### src/rtl/sfsr_pkg.sv
package sfsr_pkg;
  localparam logic [7:0] OPC_WEN   = 8'h06;
  localparam logic [7:0] OPC_WDIS  = 8'h04;
  localparam logic [7:0] OPC_RSTAT = 8'h05;
  localparam logic [7:0] OPC_WSTAT = 8'h01;
  localparam logic [7:0] OPC_PROG  = 8'h02;
  localparam logic [7:0] OPC_SERA  = 8'hD8;
  localparam logic [7:0] OPC_BERA  = 8'hC7;

  typedef enum logic [1:0] {
    OPK_NONE = 2'd0,
    OPK_PROG = 2'd1,
    OPK_SECT = 2'd2,
    OPK_BULK = 2'd3
  } op_kind_e;
endpackage

### src/rtl/sfsr_rx.sv
module sfsr_rx #(
  parameter int ADDR_W = 24,
  parameter int CNT_W  = 3
) (
  input  logic              clk_i,
  input  logic              rst_ni,
  input  logic              cs_ni,
  input  logic              sck_rise_i,
  input  logic              si_i,
  output logic [7:0]        opcode_o,
  output logic              wr_lock_o,
  output logic [2:0]        wr_lvl_o,
  output logic [ADDR_W-1:0] addr_o,
  output logic [CNT_W-1:0]  byte_cnt_o,
  output logic              on_byte_o
);
  localparam int ADDR_BYTES = ADDR_W / 8;

  logic [6:0] sh_q;
  logic [2:0] bit_cnt_q;
  logic [7:0] byte_in;

  assign byte_in   = {sh_q, si_i};
  assign on_byte_o = (bit_cnt_q == 3'd0);

  always_ff @(posedge clk_i or negedge rst_ni) begin
    if (!rst_ni) begin
      sh_q       <= '0;
      bit_cnt_q  <= '0;
      byte_cnt_o <= '0;
      opcode_o   <= '0;
      wr_lock_o  <= 1'b0;
      wr_lvl_o   <= '0;
      addr_o     <= '0;
    end else if (cs_ni) begin
      bit_cnt_q  <= '0;
      byte_cnt_o <= '0;
    end else if (sck_rise_i) begin
      sh_q      <= byte_in[6:0];
      bit_cnt_q <= bit_cnt_q + 3'd1;
      if (bit_cnt_q == 3'd7) begin
        if (byte_cnt_o != '1) byte_cnt_o <= byte_cnt_o + CNT_W'(1);
        if (byte_cnt_o == '0) opcode_o <= byte_in;
        if (byte_cnt_o == CNT_W'(1)) begin
          wr_lock_o <= byte_in[7];
          wr_lvl_o  <= byte_in[4:2];
        end
        if (byte_cnt_o >= CNT_W'(1) && byte_cnt_o <= CNT_W'(ADDR_BYTES))
          addr_o <= {addr_o[ADDR_W-9:0], byte_in};
      end
    end
  end
endmodule

### src/rtl/sfsr_tx.sv
module sfsr_tx (
  input  logic       clk_i,
  input  logic       rst_ni,
  input  logic       cs_ni,
  input  logic       sck_fall_i,
  input  logic       rd_en_i,
  input  logic [7:0] status_i,
  output logic       so_o,
  output logic       so_oe_o
);
  logic [2:0] idx_q;
  logic [7:0] snap_q;

  // status is frozen per byte so one byte never mixes two states
  always_ff @(posedge clk_i or negedge rst_ni) begin
    if (!rst_ni) begin
      idx_q   <= 3'd7;
      snap_q  <= '0;
      so_o    <= 1'b0;
      so_oe_o <= 1'b0;
    end else if (cs_ni) begin
      idx_q   <= 3'd7;
      so_oe_o <= 1'b0;
    end else if (sck_fall_i && rd_en_i) begin
      so_oe_o <= 1'b1;
      idx_q   <= idx_q - 3'd1;
      if (idx_q == 3'd7) begin
        snap_q <= status_i;
        so_o   <= status_i[7];
      end else begin
        so_o <= snap_q[idx_q];
      end
    end
  end

  assert_oe_needs_read_R2: assert property (@(posedge clk_i) disable iff (!rst_ni)
    $rose(so_oe_o) |-> $past(rd_en_i) && !$past(cs_ni));
endmodule

### src/rtl/sfsr_prot.sv
module sfsr_prot #(
  parameter int SECT_W = 3
) (
  input  logic [2:0]        lvl_i,
  input  logic [SECT_W-1:0] sector_i,
  output logic              locked_o
);
  localparam int NSECT = 1 << SECT_W;

  int span;
  always_comb begin
    span = 0;
    if (lvl_i != 3'd0) span = 1 << (int'(lvl_i) - 1);
    if (span > NSECT) span = NSECT;
    locked_o = (span != 0) && (int'(sector_i) >= NSECT - span);
  end
endmodule

### src/rtl/spi_flash_status_ctrl.sv
module spi_flash_status_ctrl
  import sfsr_pkg::*;
#(
  parameter int ADDR_W      = 24,
  parameter int SECT_W      = 3,
  parameter int SECT_LSB    = 16,
  parameter int WRSR_CYCLES = 1000
) (
  input  logic              clk_i,
  input  logic              rst_ni,
  input  logic              cs_ni,
  input  logic              sck_i,
  input  logic              si_i,
  input  logic              wp_ni,
  output logic              so_o,
  output logic              so_oe_o,
  output logic              op_start_o,
  output logic [1:0]        op_kind_o,
  output logic [ADDR_W-1:0] op_addr_o,
  input  logic              op_done_i
);
  localparam int ADDR_BYTES = ADDR_W / 8;
  localparam int CNT_W      = $clog2(ADDR_BYTES + 3);
  localparam int TMR_W      = $clog2(WRSR_CYCLES + 1);

  logic              sck_q, cs_q;
  logic              sck_rise, sck_fall, cs_rise, exec;
  logic [7:0]        opcode;
  logic              wr_lock;
  logic [2:0]        wr_lvl;
  logic [ADDR_W-1:0] rx_addr;
  logic [CNT_W-1:0]  byte_cnt;
  logic              on_byte, locked, hw_prot, rd_en;
  logic              wel_q, wip_q, lock_q, arr_busy_q;
  logic [2:0]        bp_q;
  logic [TMR_W-1:0]  tmr_q;
  logic [7:0]        status;

  assign sck_rise = sck_i & ~sck_q & ~cs_ni;
  assign sck_fall = ~sck_i & sck_q & ~cs_ni;
  assign cs_rise  = cs_ni & ~cs_q;
  assign exec     = cs_rise & on_byte;
  assign hw_prot  = lock_q & ~wp_ni;
  assign rd_en    = (opcode == OPC_RSTAT) && (byte_cnt != '0);
  assign status   = {lock_q, 2'b00, bp_q, wel_q, wip_q};

  always_ff @(posedge clk_i or negedge rst_ni) begin
    if (!rst_ni) begin
      sck_q <= 1'b0;
      cs_q  <= 1'b1;
    end else begin
      sck_q <= sck_i;
      cs_q  <= cs_ni;
    end
  end

  sfsr_rx #(.ADDR_W(ADDR_W), .CNT_W(CNT_W)) u_rx (
    .clk_i, .rst_ni, .cs_ni, .sck_rise_i(sck_rise), .si_i,
    .opcode_o(opcode), .wr_lock_o(wr_lock), .wr_lvl_o(wr_lvl),
    .addr_o(rx_addr), .byte_cnt_o(byte_cnt), .on_byte_o(on_byte)
  );

  sfsr_prot #(.SECT_W(SECT_W)) u_prot (
    .lvl_i(bp_q), .sector_i(rx_addr[SECT_LSB +: SECT_W]), .locked_o(locked)
  );

  sfsr_tx u_tx (
    .clk_i, .rst_ni, .cs_ni, .sck_fall_i(sck_fall), .rd_en_i(rd_en),
    .status_i(status), .so_o, .so_oe_o
  );

  always_ff @(posedge clk_i or negedge rst_ni) begin
    if (!rst_ni) begin
      wel_q      <= 1'b0;
      wip_q      <= 1'b0;
      lock_q     <= 1'b0;
      bp_q       <= '0;
      arr_busy_q <= 1'b0;
      tmr_q      <= '0;
      op_start_o <= 1'b0;
      op_kind_o  <= OPK_NONE;
      op_addr_o  <= '0;
    end else begin
      op_start_o <= 1'b0;
      if (wip_q) begin
        if (arr_busy_q ? op_done_i : (tmr_q == TMR_W'(1))) begin
          wip_q      <= 1'b0;
          wel_q      <= 1'b0;
          arr_busy_q <= 1'b0;
        end else if (!arr_busy_q) begin
          tmr_q <= tmr_q - TMR_W'(1);
        end
      end else if (exec) begin
        unique case (opcode)
          OPC_WEN:  if (byte_cnt == CNT_W'(1)) wel_q <= 1'b1;
          OPC_WDIS: if (byte_cnt == CNT_W'(1)) wel_q <= 1'b0;
          OPC_WSTAT:
            if (byte_cnt == CNT_W'(2) && wel_q && !hw_prot) begin
              lock_q <= wr_lock;
              bp_q   <= wr_lvl;
              wip_q  <= 1'b1;
              tmr_q  <= TMR_W'(WRSR_CYCLES);
            end
          OPC_PROG, OPC_SERA:
            if (wel_q && !locked &&
                ((opcode == OPC_SERA) ? (byte_cnt == CNT_W'(ADDR_BYTES + 1))
                                      : (byte_cnt >= CNT_W'(ADDR_BYTES + 2)))) begin
              wip_q      <= 1'b1;
              arr_busy_q <= 1'b1;
              op_start_o <= 1'b1;
              op_kind_o  <= (opcode == OPC_SERA) ? OPK_SECT : OPK_PROG;
              op_addr_o  <= rx_addr;
            end
          OPC_BERA:
            if (byte_cnt == CNT_W'(1) && wel_q && bp_q == 3'd0) begin
              wip_q      <= 1'b1;
              arr_busy_q <= 1'b1;
              op_start_o <= 1'b1;
              op_kind_o  <= OPK_BULK;
              op_addr_o  <= '0;
            end
          default: ;
        endcase
      end
    end
  end

  assert_hw_lock_R6: assert property (@(posedge clk_i) disable iff (!rst_ni)
    (lock_q && !wp_ni) |=> ($stable(bp_q) && $stable(lock_q)));
  assert_start_needs_wel_R7: assert property (@(posedge clk_i) disable iff (!rst_ni)
    op_start_o |-> (wel_q && wip_q));
  assert_start_pulse_R7: assert property (@(posedge clk_i) disable iff (!rst_ni)
    op_start_o |=> !op_start_o);
  assert_bulk_unprot_R9: assert property (@(posedge clk_i) disable iff (!rst_ni)
    (op_start_o && op_kind_o == OPK_BULK) |-> (bp_q == 3'd0));
  assert_busy_needs_wel_R4: assert property (@(posedge clk_i) disable iff (!rst_ni)
    $rose(wip_q) |-> $past(wel_q));
  assert_done_clears_wel_R4: assert property (@(posedge clk_i) disable iff (!rst_ni)
    $fell(wip_q) |-> !wel_q);
endmodule

### config.mk
export PLATFORM = sky130hd
export DESIGN_NAME = spi_flash_status_ctrl
export DESIGN_NICKNAME = d
export VERILOG_FILES = /design/src/rtl/sfsr_pkg.sv /design/src/rtl/sfsr_rx.sv /design/src/rtl/sfsr_tx.sv /design/src/rtl/sfsr_prot.sv /design/src/rtl/spi_flash_status_ctrl.sv
export SDC_FILE = /design/constraint.sdc
export NUM_CORES = 1
export LEC_CHECK = 0
export BUFFER_PORTS_ARGS = -buffer_cell sky130_fd_sc_hd__buf_2
export CORE_UTILIZATION = 57
export DETAILED_ROUTE_END_ITERATION = 10
export PLACE_DENSITY_LB_ADDON = 0.2
export SLEW_MARGIN = 10
export SYNTH_ARGS = -nofsm -noshare
export SYNTH_HDL_FRONTEND = slang
export SYNTH_SLANG_ARGS = --single-unit
export TNS_END_PERCENT = 10
### constraint.sdc
create_clock -name clk_i -period 4.1 [get_ports clk_i]
set_clock_uncertainty 0.15 [all_clocks]
set_input_delay 0.205 -clock clk_i [delete_from_list [all_inputs] [get_ports clk_i]]
set_output_delay 0.205 -clock clk_i [all_outputs]
set_load 0.02 [all_outputs]
# --- Word level (Yosys, flattened, before mapping) ---
# Index checks and enable logic that the tools add are counted.
word_totals:
  input_bits: 7
  elab_cells: 163
  register_bits: 106
  out_inout_bits: 29
op_classes:
  muxes: 51
  magnitude_cmp: 6
  bitwise_logic: 13
  n_reduce_logical: 41
  addsub: 6
  shift: 1
  eq_ne: 23
ops:
  columns: ["cell", "n"]
  rows:
  - ["two-way mux 32 bit", 2]
  - ["two-way mux 10 bit", 6]
  - ["two-way mux 24 bit", 2]
  - ["one-hot mux 24 bit (2 select lines)", 1]
  - [">= comparator 4 x 32 -> 1 bit", 1]
  - ["> comparator 32 x 5 -> 1 bit, second input constant", 1]
  - ["nonzero test 32 bit", 1]
  - ["<< shifter 1 x 32 -> 32 bit, first input constant", 1]
  - ["subtractor 5 x 32 -> 32 bit, first input constant", 1]
  - ["== test 8 x 3 -> 1 bit, second input constant", 3]
  - ["two-way mux 3 bit", 8]
  - ["two-way mux 1 bit", 23]
  - ["AND reduction 5 bit", 4]
  - ["== test 8 bit, second input constant", 2]
  - ["AND reduction 4 bit", 4]
  - ["nonzero test 2 bit", 8]
  - ["!= test 3 bit, second input constant", 5]
  - ["nonzero test 3 bit", 4]
  - ["== test 10 x 1 -> 1 bit, second input constant", 1]
  - ["logical AND 1 bit", 10]
  - ["subtractor 10 x 1 -> 10 bit, second input constant", 1]
  - ["== test 3 bit, second input constant", 3]
  - ["zero test 3 bit", 3]
  - ["== test 8 x 1 -> 1 bit, second input constant", 1]
  - ["other kinds (23)", 45]

# --- Longest topological paths before layout ---
logic_depth:
  depth_word: 15
  mapped_depth: 13

# --- Hierarchy ---
# Synthesis repeated with hierarchy kept, for this count alone.
hier_totals:
  cells_unflattened: 448
  hier_area_um2: 5257.5
modules_own_cells:
  columns: ["mod", "cells_per_inst", "n_inst", "area_per_inst_um2", "seq_area_each_um2"]
  rows:
  - ["spi_flash_status_ctrl", 233, 1, 2259.7, 1152.4]
  - ["sfsr_rx", 131, 1, 2134.5, 1226.2]
  - ["sfsr_tx", 47, 1, 626.9, 329.1]
  - ["sfsr_prot", 37, 1, 236.5, 0.0]

# --- Worst setup path after synthesis ---
# OpenSTA, ideal clock, no wires.
synth_timing:
  path_type: "register to register"
  start: "register bp_q[0]"
  end: "register op_addr_o[10]"
  setup_time_ns: 0.125
  required_time_ns: 3.825
  arrival_ns: 3.090
  path_slack_ns: 0.736
  n_path_buf: 1
  stages_incl_launch_ff: 14
  period_less_slack_ns: 3.364
  cell_sequence: "dfrtp_1 inv_1 ha_1 nor3_1 o211ai_1 ha_1 inv_1 ha_1 a211oi_1 a211oi_1 o21ai_0 nand4b_4 buf_6 mux2_2"
synth_between:
  elab_chain_cells: 13
  elab_cells_between_ends: 18
  cone_classes: "2 x add/sub; 2 x order compare; 2 x eq/ne; 1 x shift; 2 x mux; 9 x reduce/logical"
synth_lines:
  columns: ["item", "line", "rtl"]
  rows:
  - ["from (decl)", "spi_flash_status_ctrl.sv:35", "logic [2:0] bp_q;"]
  - ["from (signal assigned)", "spi_flash_status_ctrl.sv:100", "bp_q <= wr_lvl;"]
  - ["subtractor 3 x 1 -> 4 bit", "sfsr_prot.sv:13", "if (lvl_i != 3'd0) span = 1 << (int'(lvl_i) - 1);"]
  - ["<< shifter 1 x 32 -> 32 bit", "sfsr_prot.sv:13", null]
  - ["two-way mux 32 bit", "sfsr_prot.sv:13", null]
  - ["> comparator 32 x 5 -> 1 bit", "sfsr_prot.sv:14", "if (span > NSECT) span = NSECT;"]
  - ["two-way mux 32 bit", "sfsr_prot.sv:14", null]
  - ["subtractor 5 x 32 -> 32 bit", "sfsr_prot.sv:15", "locked_o = (span != 0) && (int'(sector_i) >= NSECT - span);"]
  - [">= comparator 4 x 32 -> 1 bit", "sfsr_prot.sv:15", null]
  - ["logical AND 1 bit", "sfsr_prot.sv:15", null]
  - ["zero test 1 bit", "spi_flash_status_ctrl.sv:105", "if (wel_q && !locked &&"]
  - ["logical AND 1 bit (2 in a row)", "spi_flash_status_ctrl.sv:105", null]
  - ["!= test 2 bit (no source line)", null, null]
  - ["AND reduction 5 bit (no source line) (*)", null, null]
  - ["to (signal assigned)", "spi_flash_status_ctrl.sv:112", "op_addr_o <= rx_addr;"]
  - ["to (decl)", "spi_flash_status_ctrl.sv:19", "output logic [ADDR_W-1:0] op_addr_o,"]
# Mark *: on every way between the ends. The rest lies on a longest branch, timed or not.
# A chain may end at the register's enable or synchronous reset.

# --- Worst setup path in the final report ---
layout_timing:
  start: "register bp_q[0]"
  end: "register op_addr_o[18]"
# Same word-level chain as after synthesis.

==> results.toml <==
[sta]
worst_slew_pin_slew_ns = 1.08
fin_crit_ns = 3.73
setup-tns-final_ns = 0
maxSlewViolCount = 0
hold_violations = 0
max_freq_ghz = 0.268
setup_violations = 0
max_slew_margin_pct = 28.2
rsz0062_at_grt = "no"
holdWs_ns = 0.348
post-route-period-util_pct = 91.0
fin_ws_ns = 0.369

[floorplanning]
die-area_um2 = 9290
die_x_um = 96.4
start_util_pct = 58.5
design.core.area_um2 = 8680
io-pin-count = 36
num_rows = 34
die_y_um = 96.4

[drt]
wire_per_inst_um = 16.4
drt_iter0_drc = 137
first_pass_iters = 4
drc = 0
ant_nets = 0
dr_total_vias = 3238
drt-total-wl_mm = 9.38
viasPerCell = 5.66

[logic_synthesis]
syn_area_per_cell_um2 = 12.2
yosysUniqueCellTypes = 53
synthFlopType = "dfrtp_1"
ys.warnings.count = 0
yosysSeqAreaShare_pct = 52.3
syn-num-nets = 443
syn_inst = 417
synth_area_um2 = 5080
ys_ff_latch = 106
synth-edff-count = 0
async_flop_share_pct = 100

[final_layout]
finalInstanceArea_um2 = 5610
final_nets = 485
syn2layout_area_growth_pct = 10.5
layout_common_cells = "dfrtp_1, mux2_2, buf_2, nor2b_1, nor2_1"
num-fill-cells = 709
layout-drive-gt1-share_pct = 30.8
num_antenna_cells = 0
final_common_cell = "dfrtp_1"

[cts]
cts.sinks = 106
clk_pin_slew_ns = 0.09
cts_tree = "done"
numCtsBuffers = 9
cts_post_setup_buffers_inserted = 0
clk_path_buf_depth = 2
htree_levels = 3
cts_root_buf = "clkbuf_8"
clock_latency_ns = 0.37

[global_route]
grt_max_degree = 88
grt_pass1_vias = 3207
grt_use_total_pct = 21.7
grt_pass1_wl_mm = 15.2
grt_remaining_overflow = 0
antenna_found_initial = 0

[critical_path]
cp_top_family = "compound AO/OA/AOI/OAI gates"
path_common_cell = "ha_1"
cp_data_arrival_time_ns = 3.83
critPathBufInv = 2
critPathKind = "reg -> reg"
slowest_stage = "dfrtp_1"
path_max_fanout = 26
worst_setup_path_end_kind = "flop"
cp.required_ns = 4.20
slowest_delay_ns = 0.46
path_cells = "inv_1, ha_1, and2_1, o211ai_1, ha_1, inv_1, ha_1, a211oi_1, a211oi_1, o21ai_2, nand4b_4, mux2_2"
cp-start-kind = "flop"

[pwr]
finalPower_mw = 2.00
p_per_area_nw_per_um2 = 356
ir_worst_vdd_mv = 0.192
power.leakage_nw = 2.86

[min_path]
hp-class = "reg -> reg"

[placed_design]
post_dp_cell_area_um2 = 5350
routabilityCongestion = 0.769
io_buffers = 35
dp_slack_ns = 0.0133
dp_hpwl_mm = 6.53

[run_status]
status = "finished clean"

[run]
maxCapViolations = 0
## routing by layer
metal	part of all wire, %	up-vias	track usage (%)
li1	-	1558	-
met4	1.1	0	6.74
met2	49	37	35.8
met3	2.5	8	4.07
met1	47	1635	29.1
met5	0	-	0
## final timing paths
check                                end  cells past startpoint  slack [ns]             start
setup / recovery           op_addr_o[18]                     12        0.37           bp_q[0]
hold / removal                   bp_q[1]                      2        0.35  u_rx.wr_lvl_o[1]
setup reg to reg           op_addr_o[18]                     12        0.37           bp_q[0]
hold reg to reg                  bp_q[1]                      2        0.35  u_rx.wr_lvl_o[1]
max in group asynchronous           cs_q                      3        2.43            rst_ni
min in group asynchronous  op_addr_o[15]                      2        0.41            rst_ni
## cells by family after synthesis
group	count (synthesis)	share of synthesized area (%)
AND/OR/NAND/NOR	125	14.6
flip-flops	106	52.3
multiplexers	81	18.0
AO/OA/AOI/OAI	42	5.69
buffers and inverters	34	2.98
adder cells (fa/ha/maj)	19	4.68
XOR/XNOR	10	1.72
## Yosys cell counts, drive strengths merged (5+ instances only)
cell type	number	share of area, %
nor2b	27	3.3
inv	22	1.6
clkbuf	8	0.59
mux2i	7	1.4
dfrtp	102	50
nand2b	7	0.86
a21oi	5	0.49
xnor2	10	1.7
ha	19	4.7
nor3	8	0.79
nor4	5	0.62
nand2	16	1.2
mux2	73	16
nor2	27	2.3
o21ai	17	1.7
## worst reg2reg max path: cells and delay by family (launching register included)
kind                     cells  cell delay [ns]
AO/OA/AOI/OAI                4             0.93
flip-flops                   1             0.46
buffers and inverters        2             0.19
multiplexers                 1             0.45
adder cells (fa/ha/maj)      3             0.77
AND/OR/NAND/NOR              2             0.67
## final cells by class
| type | instances | area (um2) | share of cell area (%) |
|---|---|---|---|
| Clock inverter | 5 | 67.6 | 1.20 |
| Multi-Input combinational cell | 277 | 2280 | 40.6 |
| Timing Repair Buffer | 43 | 250 | 4.46 |
| Inverter | 22 | 82.6 | 1.47 |
| Sequential cell | 106 | 2660 | 47.4 |
| Tap cell | 108 | 135 | 2.41 |
| Clock buffer | 11 | 141 | 2.52 |
## where the power goes
part           leakage, nW  internal, mW  switching, mW
Combinational         1.33        0.0750         0.0821
Clock                0.106         0.309          0.359
Sequential            1.43          1.10         0.0700
Total                 2.86          1.49          0.511
## state kept, by name, indices dropped and copies added (netlist names), 6 cells and up
signal,count
op_addr_o,24
tmr_q,10
u_rx.addr_o,24
u_rx.opcode_o,8
u_rx.sh_q,7
u_tx.snap_q,6
## what timing repair did
action,CTS,global route
setup endpoints to repair,1,26
endpoints found under the hold margin,89,0
gates resized for setup,0,2
pin swaps,1,1
hold buffers,5,0
## per-stage QoR
stage	instances	util, %
3_3_place_gp	551	61.6
3_5_place_dp	551	61.6
2_1_floorplan	417	-
5_1_grt	572	64.6
4_1_cts	572	64.6
6_report	572	64.6
Power figures use the tool's default switching activity.
